===== src/rtl/evq_pkg.sv =====
package evq_pkg;
   localparam int SRC_N = 3;
   typedef enum int {
      SRC_KEY = 0,
      SRC_GPI = 1,
      SRC_LGC = 2
   } src_e;
endpackage


===== src/rtl/evq_hold.sv =====
module evq_hold #(
   parameter int W = 8
) (
   input  logic         clk,
   input  logic         rst_n,
   input  logic         cap,
   input  logic [W-1:0] din,
   input  logic         take,
   output logic         full,
   output logic [W-1:0] dout,
   output logic         drop
);
   generate
      if (W < 2) begin : g_bad_w
         $error("evq_hold: W must be at least 2");
      end
   endgenerate

   assign drop = cap & full & ~take;

   always_ff @(posedge clk or negedge rst_n) begin
      if (!rst_n) begin
         full <= 1'b0;
         dout <= '0;
      end else if (cap && (!full || take)) begin
         full <= 1'b1;
         dout <= din;
      end else if (take) begin
         full <= 1'b0;
      end
   end

   AST_TAKE_NEEDS_FULL: assert property (@(posedge clk) disable iff (!rst_n)
      take |-> full);
endmodule


===== src/rtl/evq_arb.sv =====
module evq_arb #(
   parameter int N = 3
) (
   input  logic         clk,
   input  logic         rst_n,
   input  logic [N-1:0] req,
   input  logic         busy,
   output logic [N-1:0] grant
);
   generate
      if (N < 2) begin : g_bad_n
         $error("evq_arb: N must be at least 2");
      end
   endgenerate

   always_comb begin
      logic taken;
      taken = 1'b0;
      grant = '0;
      for (int i = 0; i < N; i++) begin
         if (req[i] && !taken && !busy) begin
            grant[i] = 1'b1;
            taken    = 1'b1;
         end
      end
   end

   AST_ARB_ONEHOT: assert property (@(posedge clk) disable iff (!rst_n)
      $onehot0(grant));

   generate
      for (genvar i = 1; i < N; i++) begin : g_prio
         AST_ARB_PRIO: assert property (@(posedge clk) disable iff (!rst_n)
            grant[i] |-> !(|req[i-1:0]));
      end
   endgenerate
endmodule


===== src/rtl/evq_queue.sv =====
module evq_queue #(
   parameter int DEPTH = 16,
   parameter int W     = 8,
   localparam int CNT_W = $clog2(DEPTH + 1)
) (
   input  logic             clk,
   input  logic             rst_n,
   input  logic             push,
   input  logic [W-1:0]     wdata,
   input  logic             pop,
   output logic [CNT_W-1:0] cnt,
   output logic [W-1:0]     head,
   output logic             ovf
);
   generate
      if (DEPTH < 2) begin : g_bad_depth
         $error("evq_queue: DEPTH must be at least 2");
      end
   endgenerate

   logic             pop_eff;
   logic             full;
   logic             accept;
   logic [CNT_W-1:0] wr_idx;
   logic [W-1:0]     mem [DEPTH];
   logic [W-1:0]     nxt [DEPTH];

   assign full    = (cnt == CNT_W'(DEPTH));
   assign pop_eff = pop && (cnt != '0);
   assign accept  = push && (!full || pop_eff);
   assign ovf     = push && full && !pop_eff;
   assign wr_idx  = cnt - CNT_W'(pop_eff);
   assign head    = mem[0];

   generate
      for (genvar i = 0; i < DEPTH; i++) begin : g_slot
         logic [W-1:0] shifted;
         if (i == DEPTH - 1) begin : g_last
            assign shifted = pop_eff ? '0 : mem[i];
         end else begin : g_mid
            assign shifted = pop_eff ? mem[i+1] : mem[i];
         end
         assign nxt[i] = (accept && wr_idx == CNT_W'(i)) ? wdata : shifted;
      end
   endgenerate

   always_ff @(posedge clk or negedge rst_n) begin
      if (!rst_n) begin
         cnt <= '0;
         for (int i = 0; i < DEPTH; i++) mem[i] <= '0;
      end else begin
         cnt <= cnt + CNT_W'(accept) - CNT_W'(pop_eff);
         for (int i = 0; i < DEPTH; i++) mem[i] <= nxt[i];
      end
   end

   AST_CNT_RANGE: assert property (@(posedge clk) disable iff (!rst_n)
      cnt <= CNT_W'(DEPTH));
   AST_POP_DEC: assert property (@(posedge clk) disable iff (!rst_n)
      (pop_eff && !push) |=> cnt == $past(cnt) - 1'b1);
   AST_FULL_KEEP: assert property (@(posedge clk) disable iff (!rst_n)
      ovf |=> (cnt == CNT_W'(DEPTH)) && $stable(head));
   AST_RW_SAME: assert property (@(posedge clk) disable iff (!rst_n)
      (pop_eff && push) |=> $stable(cnt));
endmodule


===== src/rtl/evq_top.sv =====
module evq_top #(
   parameter int DEPTH    = 16,
   parameter int REC_W    = 8,
   parameter int ADDR_W   = 8,
   parameter int WIN_BASE = 3,
   localparam int CNT_W   = $clog2(DEPTH + 1),
   localparam int WIN_LAST = WIN_BASE + DEPTH - 1
) (
   input  logic              clk,
   input  logic              rst_n,
   input  logic              key_vld,
   input  logic [REC_W-1:0]  key_rec,
   input  logic              gpi_vld,
   input  logic [REC_W-1:0]  gpi_rec,
   input  logic              gpi_rec_en,
   input  logic              lgc_vld,
   input  logic [REC_W-1:0]  lgc_rec,
   input  logic              lgc_rec_en,
   input  logic              bus_busy,
   input  logic              rd_stb,
   input  logic [ADDR_W-1:0] rd_addr,
   output logic [REC_W-1:0]  rd_data,
   output logic [CNT_W-1:0]  ev_count,
   input  logic              ovf_clr,
   input  logic              ovf_irq_en,
   output logic              ovf_flag,
   output logic              irq
);
   import evq_pkg::*;

   generate
      if (WIN_LAST >= (1 << ADDR_W)) begin : g_bad_win
         $error("evq_top: read window exceeds address space");
      end
      if (WIN_BASE < 1) begin : g_bad_base
         $error("evq_top: WIN_BASE must be at least 1");
      end
   endgenerate

   logic [SRC_N-1:0] cap, hfull, grant, drop;
   logic [REC_W-1:0] src_din  [SRC_N];
   logic [REC_W-1:0] src_hold [SRC_N];
   logic [REC_W-1:0] wdata;
   logic             push, q_ovf, win_hit;
   logic [REC_W-1:0] head;

   assign cap[SRC_KEY]     = key_vld;
   assign cap[SRC_GPI]     = gpi_vld & gpi_rec_en;
   assign cap[SRC_LGC]     = lgc_vld & lgc_rec_en;
   assign src_din[SRC_KEY] = key_rec;
   assign src_din[SRC_GPI] = gpi_rec;
   assign src_din[SRC_LGC] = lgc_rec;

   generate
      for (genvar s = 0; s < SRC_N; s++) begin : g_src
         evq_hold #(.W(REC_W)) u_hold (
            .clk  (clk),
            .rst_n(rst_n),
            .cap  (cap[s]),
            .din  (src_din[s]),
            .take (grant[s]),
            .full (hfull[s]),
            .dout (src_hold[s]),
            .drop (drop[s])
         );
      end
   endgenerate

   evq_arb #(.N(SRC_N)) u_arb (
      .clk  (clk),
      .rst_n(rst_n),
      .req  (hfull),
      .busy (bus_busy),
      .grant(grant)
   );

   always_comb begin
      wdata = '0;
      for (int s = 0; s < SRC_N; s++) begin
         if (grant[s]) wdata = src_hold[s];
      end
   end
   assign push = |grant;

   assign win_hit = rd_stb && (rd_addr >= ADDR_W'(WIN_BASE)) && (rd_addr <= ADDR_W'(WIN_LAST));

   evq_queue #(.DEPTH(DEPTH), .W(REC_W)) u_queue (
      .clk  (clk),
      .rst_n(rst_n),
      .push (push),
      .wdata(wdata),
      .pop  (win_hit),
      .cnt  (ev_count),
      .head (head),
      .ovf  (q_ovf)
   );

   always_ff @(posedge clk or negedge rst_n) begin
      if (!rst_n) begin
         rd_data  <= '0;
         ovf_flag <= 1'b0;
      end else begin
         rd_data <= (win_hit && ev_count != '0) ? head : '0;
         if (q_ovf || (|drop)) ovf_flag <= 1'b1;
         else if (ovf_clr)     ovf_flag <= 1'b0;
      end
   end

   assign irq = ovf_flag & ovf_irq_en;

   AST_PAUSE_HOLD: assert property (@(posedge clk) disable iff (!rst_n)
      bus_busy |-> !push);
   AST_OVF_STICKY: assert property (@(posedge clk) disable iff (!rst_n)
      (ovf_flag && !ovf_clr) |=> ovf_flag);
   AST_EMPTY_READ: assert property (@(posedge clk) disable iff (!rst_n)
      (win_hit && ev_count == '0 && !push) |=> (rd_data == '0) && (ev_count == '0));
   AST_OUT_WIN: assert property (@(posedge clk) disable iff (!rst_n)
      (rd_stb && !win_hit) |=> rd_data == '0);
   AST_KEY_CAPTURE: assert property (@(posedge clk) disable iff (!rst_n)
      (key_vld && !hfull[SRC_KEY]) |=> hfull[SRC_KEY]);
endmodule


===== config.mk =====
export PLATFORM = sky130hd
export DESIGN_NAME = evq_top
export DESIGN_NICKNAME = d
export VERILOG_FILES = /design/src/rtl/evq_pkg.sv /design/src/rtl/evq_hold.sv /design/src/rtl/evq_arb.sv /design/src/rtl/evq_queue.sv /design/src/rtl/evq_top.sv
export SDC_FILE = /design/constraint.sdc
export NUM_CORES = 1
export LEC_CHECK = 0
export ABC_CLOCK_PERIOD_IN_PS = 6400
export BUFFER_PORTS_ARGS = -buffer_cell sky130_fd_sc_hd__buf_4
export CORE_MARGIN = 1.5
export CORE_UTILIZATION = 35
export DETAILED_ROUTE_END_ITERATION = 8
export SLEW_MARGIN = 5
export SYNTH_ARGS = -nofsm -noshare
export SYNTH_HDL_FRONTEND = slang
export SYNTH_SLANG_ARGS = --single-unit

===== constraint.sdc =====
create_clock -name clk -period 6.4 [get_ports clk]
set_clock_uncertainty 0.15 [all_clocks]
set_input_delay 0.64 -clock clk [delete_from_list [all_inputs] [get_ports clk]]
set_output_delay 0.64 -clock clk [all_outputs]
set_load 0.005 [all_outputs]

==> results of run 1 <==
stage by stage:
stage / hold WS [ps] / std cells / utilization (%) / area [sq um]
final: 65.8 / 974 / 41.2 / 9380
after global routing: 132 / 974 / 41.2 / 9380
after CTS: 111 / 974 / 41.2 / 9380
after detailed placement: 321 / 943 / 38.7 / 8820
after global placement: 319 / 943 / 38.7 / 8820
after floorplan: 194 / 598 / - / 8190
area by class of cell:
| class | instances | area [sq um] | area share [%] |
|---|---|---|---|
| flip-flops and latches | 169 | 4230 | 45.1 |
| multi-input cells | 381 | 3640 | 38.8 |
| inverters | 11 | 46.3 | 0.494 |
| repair buffers | 69 | 522 | 5.57 |
| clock inverters | 12 | 118 | 1.25 |
| well taps | 313 | 392 | 4.18 |
| clock buffers | 19 | 433 | 4.62 |
path summary, 6_finish.rpt:
check,from,cells after the start,end,slack [ps]
setup / recovery,u_queue.cnt[2]$_DFF_PN0_,11,u_queue.head[5]$_DFFE_PN0P_,2220
min in group clk,key_vld,2,g_src[0].u_hold.full$_DFFE_PN0P_,290
hold / removal,rst_n,1,rd_data[6]$_DFF_PN0_,70
hold reg to reg,u_queue.head[1]$_DFFE_PN0P_,1,rd_data[1]$_DFF_PN0_,330
setup reg to reg,u_queue.cnt[2]$_DFF_PN0_,11,u_queue.head[5]$_DFFE_PN0P_,2220
max in group asynchronous,rst_n,2,g_src[1].u_hold.dout[2]$_DFFE_PN0P_,4860
layout by cell type (no fill, tap or decap), types with 9 or more instances in the layout:
cell type / count
nand2_1: 13
mux2i_1: 248
ha_1: 10
buf_4: 68
clkbuf_16: 17
dfrtp_1: 169
nand3_2: 9
mux2_2: 24
and2_1: 9
inv_1: 9
logic make-up (layout without fill, tap and decap cells):
group | after synthesis | after routing | share of synthesized area (%)
AOI/OAI and AO/OA | 25 | 25 | 2.84
xor gates and xnor gates | 5 | 5 | 0.535
adders and majority gates | 11 | 11 | 1.77
buffers and inverters | 48 | 111 | 3.96
DFF | 169 | 169 | 51.6
muxes | 272 | 272 | 33.6
and+or+nand+nor | 68 | 68 | 5.64
power by group:
group	leakage [nW]	internal [mW]	switching [mW]
combinational	1.97	0.422	0.467
sequential	2.23	1.42	0.223
clock	0.257	0.539	0.431
total	4.45	2.38	1.12
sequential cells by signal (all words and copies together) (netlist names):
signal / cells
u_queue.cnt: 5
u_queue.head: 8
rd_data: 8
g_src.u_hold.full: 3
g_src.u_hold.dout: 24
u_queue.mem: 120
ovf_flag: 1
metal layers:
metal / vias to the layer above / track usage [%]
met1: 2586 / 20.0
met3: 14 / 3.81
met5: - / 0
met2: 84 / 25.9
met4: 0 / 3.67
li1: 2286 / -
==> results.toml, run 1 <==
[clocking]
htree_levels = 4
clkSlewWorstSetupHoldPaths_ps = 70
cts_tree = "built"
post_cts_resized = 0
cts_root_buffer = "clkbuf_16"
ctsHoldBuffers = 0
post_cts_buffers = 0
cts.path.max_buffers = 2
cts-buffers-inserted = 17
clock_latency_ps = 430
clock_sinks = 169

[setup_path]
path_cells = "inv_2 > ha_1 > or4b_1 > nand3_1 > inv_6 > ha_1 > ha_1 > or4b_4 > a31oi_4 > and3_1 > mux2i_1"
critPathMaxStageDelay_ps = 570
end_kind = "flop"
path_class = "reg2reg"
crit_top_cell = "ha_1"
critPathMaxFanout = 56
cp.arrival_ps = 4370
cp.buffers_inverters = 2
cp_top_family = "simple AND/OR/NAND/NOR gates"
cp_slowest_cell = "and3_1"
start_kind = "flop"
cp.required_ps = 6590

[pwr]
power_mw = 3.50
powerDensity_nw_per_um2 = 373
ir_drop_mv = 0.186
p_leak_nw = 4.45

[grt]
grt_pass1_wl_microns = 29100
grt_pass1_vias = 5294
grt_use_total_pct = 15.4
overflow = 0
grt_max_degree = 78
antenna_found_initial = 0

[drt]
drtIter0Drc = 278
dr.max_layer_used = "met4"
avgRoutedWirePerCell_microns = 17.9
route.detailed.drc = 0
drt-total-wl_microns = 17400
routed_via_density = 5.10
dr_wl_met3_microns = 657
vias = 4970
drtAntennaViolNets = 0
dr_wl_met2_microns = 8730
wl_met1_microns = 7860
drt_first_pass_iters = 6

[logic_synthesis]
synth-seq-area-share_pct = 51.6
synth_edf_count = 0
synth_area_sq_um = 8190
ys_ff_latch = 169
synthFlopType = "dfrtp_1"
synthTopCellsByCount = "mux2i_1, dfrtp_1, mux2_2"
synth_cells = 598
ys_top_cells_by_area = "dfrtp_1, mux2i_1, mux2_2"
synthArstFlopShare_pct = 100
ys_types = 45
yosys_warnings = 0
syn-num-nets = 652
synth_top_area_share_pct = 51.6
synth.avg_cell_area_sq_um = 13.7
yosysTopAreaCell = "dfrtp_1"
yosysMostFrequentCell = "mux2i_1"

[timing]
max_freq_ghz = 0.240
finalHoldViolations = 0
finalSetupViolCount = 0
post-route-min-period_ps = 4180
maxSlewViolCount = 0
grt_setup_unrepaired = "false"
period_share_pct = 65.2
tns_ps = 0
setup_slack_ps = 2220
slew_headroom_pct = 17.4
worst_pin_slew_ps = 1240

[min_path]
hold_class = "in2async"

[finish]
nFillCells = 2114
area.growth.synth_to_final_pct = 14.5
finalNetCount = 703
antenna_cells = 0
drive_above_1_share_pct = 21.6

[run]
cap_violations = 0

[floorplan]
die_y_microns = 156
initial_core_util_pct = 36.0
ios = 58
coreArea_sq_um = 22800
fp-row-count = 55
die_x_microns = 156
die_area_sq_um = 24300

[placed_design]
place_ws_ps = 1990
place_congestion = 0.774
hpwl_microns = 11600
port_buffers = 57

[status]
status = "complete, no violations"
Note: power is estimated with default switching activity, not from simulation.
==> run 2, diff against run 1 <==
--- a/config.mk
+++ b/config.mk
@@ -5,7 +5,7 @@
 export SDC_FILE = /design/constraint.sdc
 export NUM_CORES = 1
 export LEC_CHECK = 0
-export ABC_CLOCK_PERIOD_IN_PS = 6400
+export ABC_CLOCK_PERIOD_IN_PS = 3900
 export BUFFER_PORTS_ARGS = -buffer_cell sky130_fd_sc_hd__buf_4
 export CORE_MARGIN = 1.5
 export CORE_UTILIZATION = 35
==> constraint.sdc (replaced) <==
create_clock -name clk -period 3.9 [get_ports clk]
set_clock_uncertainty 0.15 [all_clocks]
set_input_delay 0.39 -clock clk [delete_from_list [all_inputs] [get_ports clk]]
set_output_delay 0.39 -clock clk [all_outputs]
set_load 0.005 [all_outputs]
==> results.toml, run 2 (synthesis results as in run 1) <==
[status]
status = "complete, no violations"

[run]
cap_violations = 0

[pwr]
p_sw_share_pct = 32.3
power_mw = 5.80
p_int_mw = 3.93
combPwrFrac_pct = 25.0
p_switching_mw = 1.87
powerDensity_nw_per_um2 = 614
p_leak_nw = 4.50
p_seq_share_pct = 46.3
clkPwrFrac_pct = 28.7
ir_drop_mv = 0.325

[finish]
fin_util_pct = 41.5
largestRegisters = "u_queue.mem x120, g_src.u_hold.dout x24"
largest_register_ffs = 120
design_area_sq_um = 9450
antenna_cells = 0
finalNetCount = 706
final_cells = 978
top_register = "u_queue.mem"
final_cell_mix = "mux2i_1, dfrtp_1, buf_4"
area.growth.synth_to_final_pct = 15.4
final_common_cell = "mux2i_1"
drive_above_1_share_pct = 22.6

[floorplan]
initial_core_util_pct = 36.0
die_x_microns = 156
fp-row-count = 55
die_area_sq_um = 24300
die_y_microns = 156
ios = 58
coreArea_sq_um = 22800

[timing]
maxSlewViolCount = 0
hold_slack_ps = 41.5
slew_headroom_pct = 30.1
worst_pin_slew_ps = 1050
post-route-min-period_ps = 3710
period_share_pct = 95.2
grt_setup_unrepaired = "false"
max_freq_ghz = 0.269
tns_ps = 0
finalHoldViolations = 0
finalSetupViolCount = 0
setup_slack_ps = 187

[placed_design]
place_congestion = 0.736
place_ws_ps = 161
post_dp_cell_area_sq_um = 8840
dp.cells = 944
hpwl_microns = 11200
port_buffers = 57

[drt]
drt_first_pass_iters = 4
route.detailed.drc = 0
drt-total-wl_microns = 16900
drtIter0Drc = 273
drtAntennaViolNets = 0
routed_via_density = 5.04
vias = 4928
avgRoutedWirePerCell_microns = 17.3

[setup_path]
cp.arrival_ps = 3900
path_class = "reg2reg"
critPathMaxStageDelay_ps = 620
cp_top_family = "simple AND/OR/NAND/NOR gates"
r2r_slack_ps = 190
cp.buffers_inverters = 2
crit_top_cell = "ha_1"
cp.required_ps = 4090
cp_slowest_cell = "and4_1"
reg2reg_depth = 11
critPathMaxFanout = 8
start_kind = "flop"
crit-reg2reg-capture = "u_queue.mem[26]$_DFFE_PN0P_"
crit_path_start = "u_queue.cnt[2]$_DFF_PN0_"
r2r_start = "u_queue.cnt[2]$_DFF_PN0_"
end_kind = "flop"
path_cells = "inv_2 > ha_1 > or4b_1 > nand3_1 > inv_6 > ha_1 > ha_1 > nor3_1 > o31a_1 > and4_1 > mux2i_1"

[clocking]
clock_sinks = 169
cts_root_buffer = "clkbuf_16"
cts_tree = "built"
clkSlewWorstSetupHoldPaths_ps = 70
cts-buffers-inserted = 17
clock_latency_ps = 430
htree_levels = 4
cts.path.max_buffers = 2

[grt]
grt_pass1_vias = 5309
grt_max_degree = 82
grt_pass1_wl_microns = 28700
overflow = 0
antenna_found_initial = 0
grt_use_total_pct = 14.9

[min_path]
hold_class = "in2reg"
hold_end = "g_src[2].u_hold.dout[5]$_DFFE_PN0P_"
hold_start = "lgc_rec[5]"
min_path_cells = 2
==> run 2: cell count changes in the layout (fill, tap and decap cells not counted) <==
cell           delta
clkbuf_1          -2
inv_8             +2
buf_12            +1
dlygate4sd3_1     +2
and4_1            -1
and4_2            +1
inv_6             +3
clkinv_4          +2
and3_2            +2
clkinvlp_4        -4
and3_1            -2
==> run 2: area by class of cell <==
class,instances,area [sq um]
multi-input combinational,381,3640
inverter,11,46.3
fill,2102,13300
sequential,169,4230
tap,313,392
clock buffer,17,425
timing repair buffer,72,562
clock inverter,15,154
==> run 2: repair_timing <==
action / in CTS / in global routing
gates resized for setup: 0 / 3
hold buffers: 1 / 1
setup endpoints to repair: 0 / 20
endpoints found under the hold margin: 79 / 1
setup buffers: 0 / 0
==> run 2: worst max path at each step <==
| stage | end | slack (ps) | depth (start not counted) |
|---|---|---|---|
| global placement | u_queue.mem[45]$_DFFE_PN0P_ | 270 | 11 |
| global route | u_queue.mem[27]$_DFFE_PN0P_ | 20 | 11 |
| CTS | u_queue.mem[42]$_DFFE_PN0P_ | 120 | 11 |
| finish | u_queue.mem[26]$_DFFE_PN0P_ | 190 | 11 |
| detailed placement | u_queue.mem[42]$_DFFE_PN0P_ | 160 | 11 |
| floorplan | u_queue.head[0]$_DFFE_PN0P_ | 290 | 15 |
==> run 2: routing by layer <==
layer / global-route usage (%) / routed length [microns] / share of wire, %
met1: 19.9 / 8080 / 48
met2: 24.6 / 8270 / 49
met3: 3.64 / 454 / 2.7
met4: 3.13 / 126 / 0.74
met5: 0 / 0 / 0
==> run 2: power by group through the flow <==
stage | clock network (mW) | logic [mW] | registers, mW
2_1_floorplan | 0 | 1.14 | 2.58
3_5_place_dp | 0 | 1.47 | 2.72
3_3_place_gp | 0 | 1.40 | 2.70
4_1_cts | 1.71 | 1.47 | 2.69
6_report | 1.66 | 1.45 | 2.69
5_1_grt | 1.80 | 1.63 | 2.76
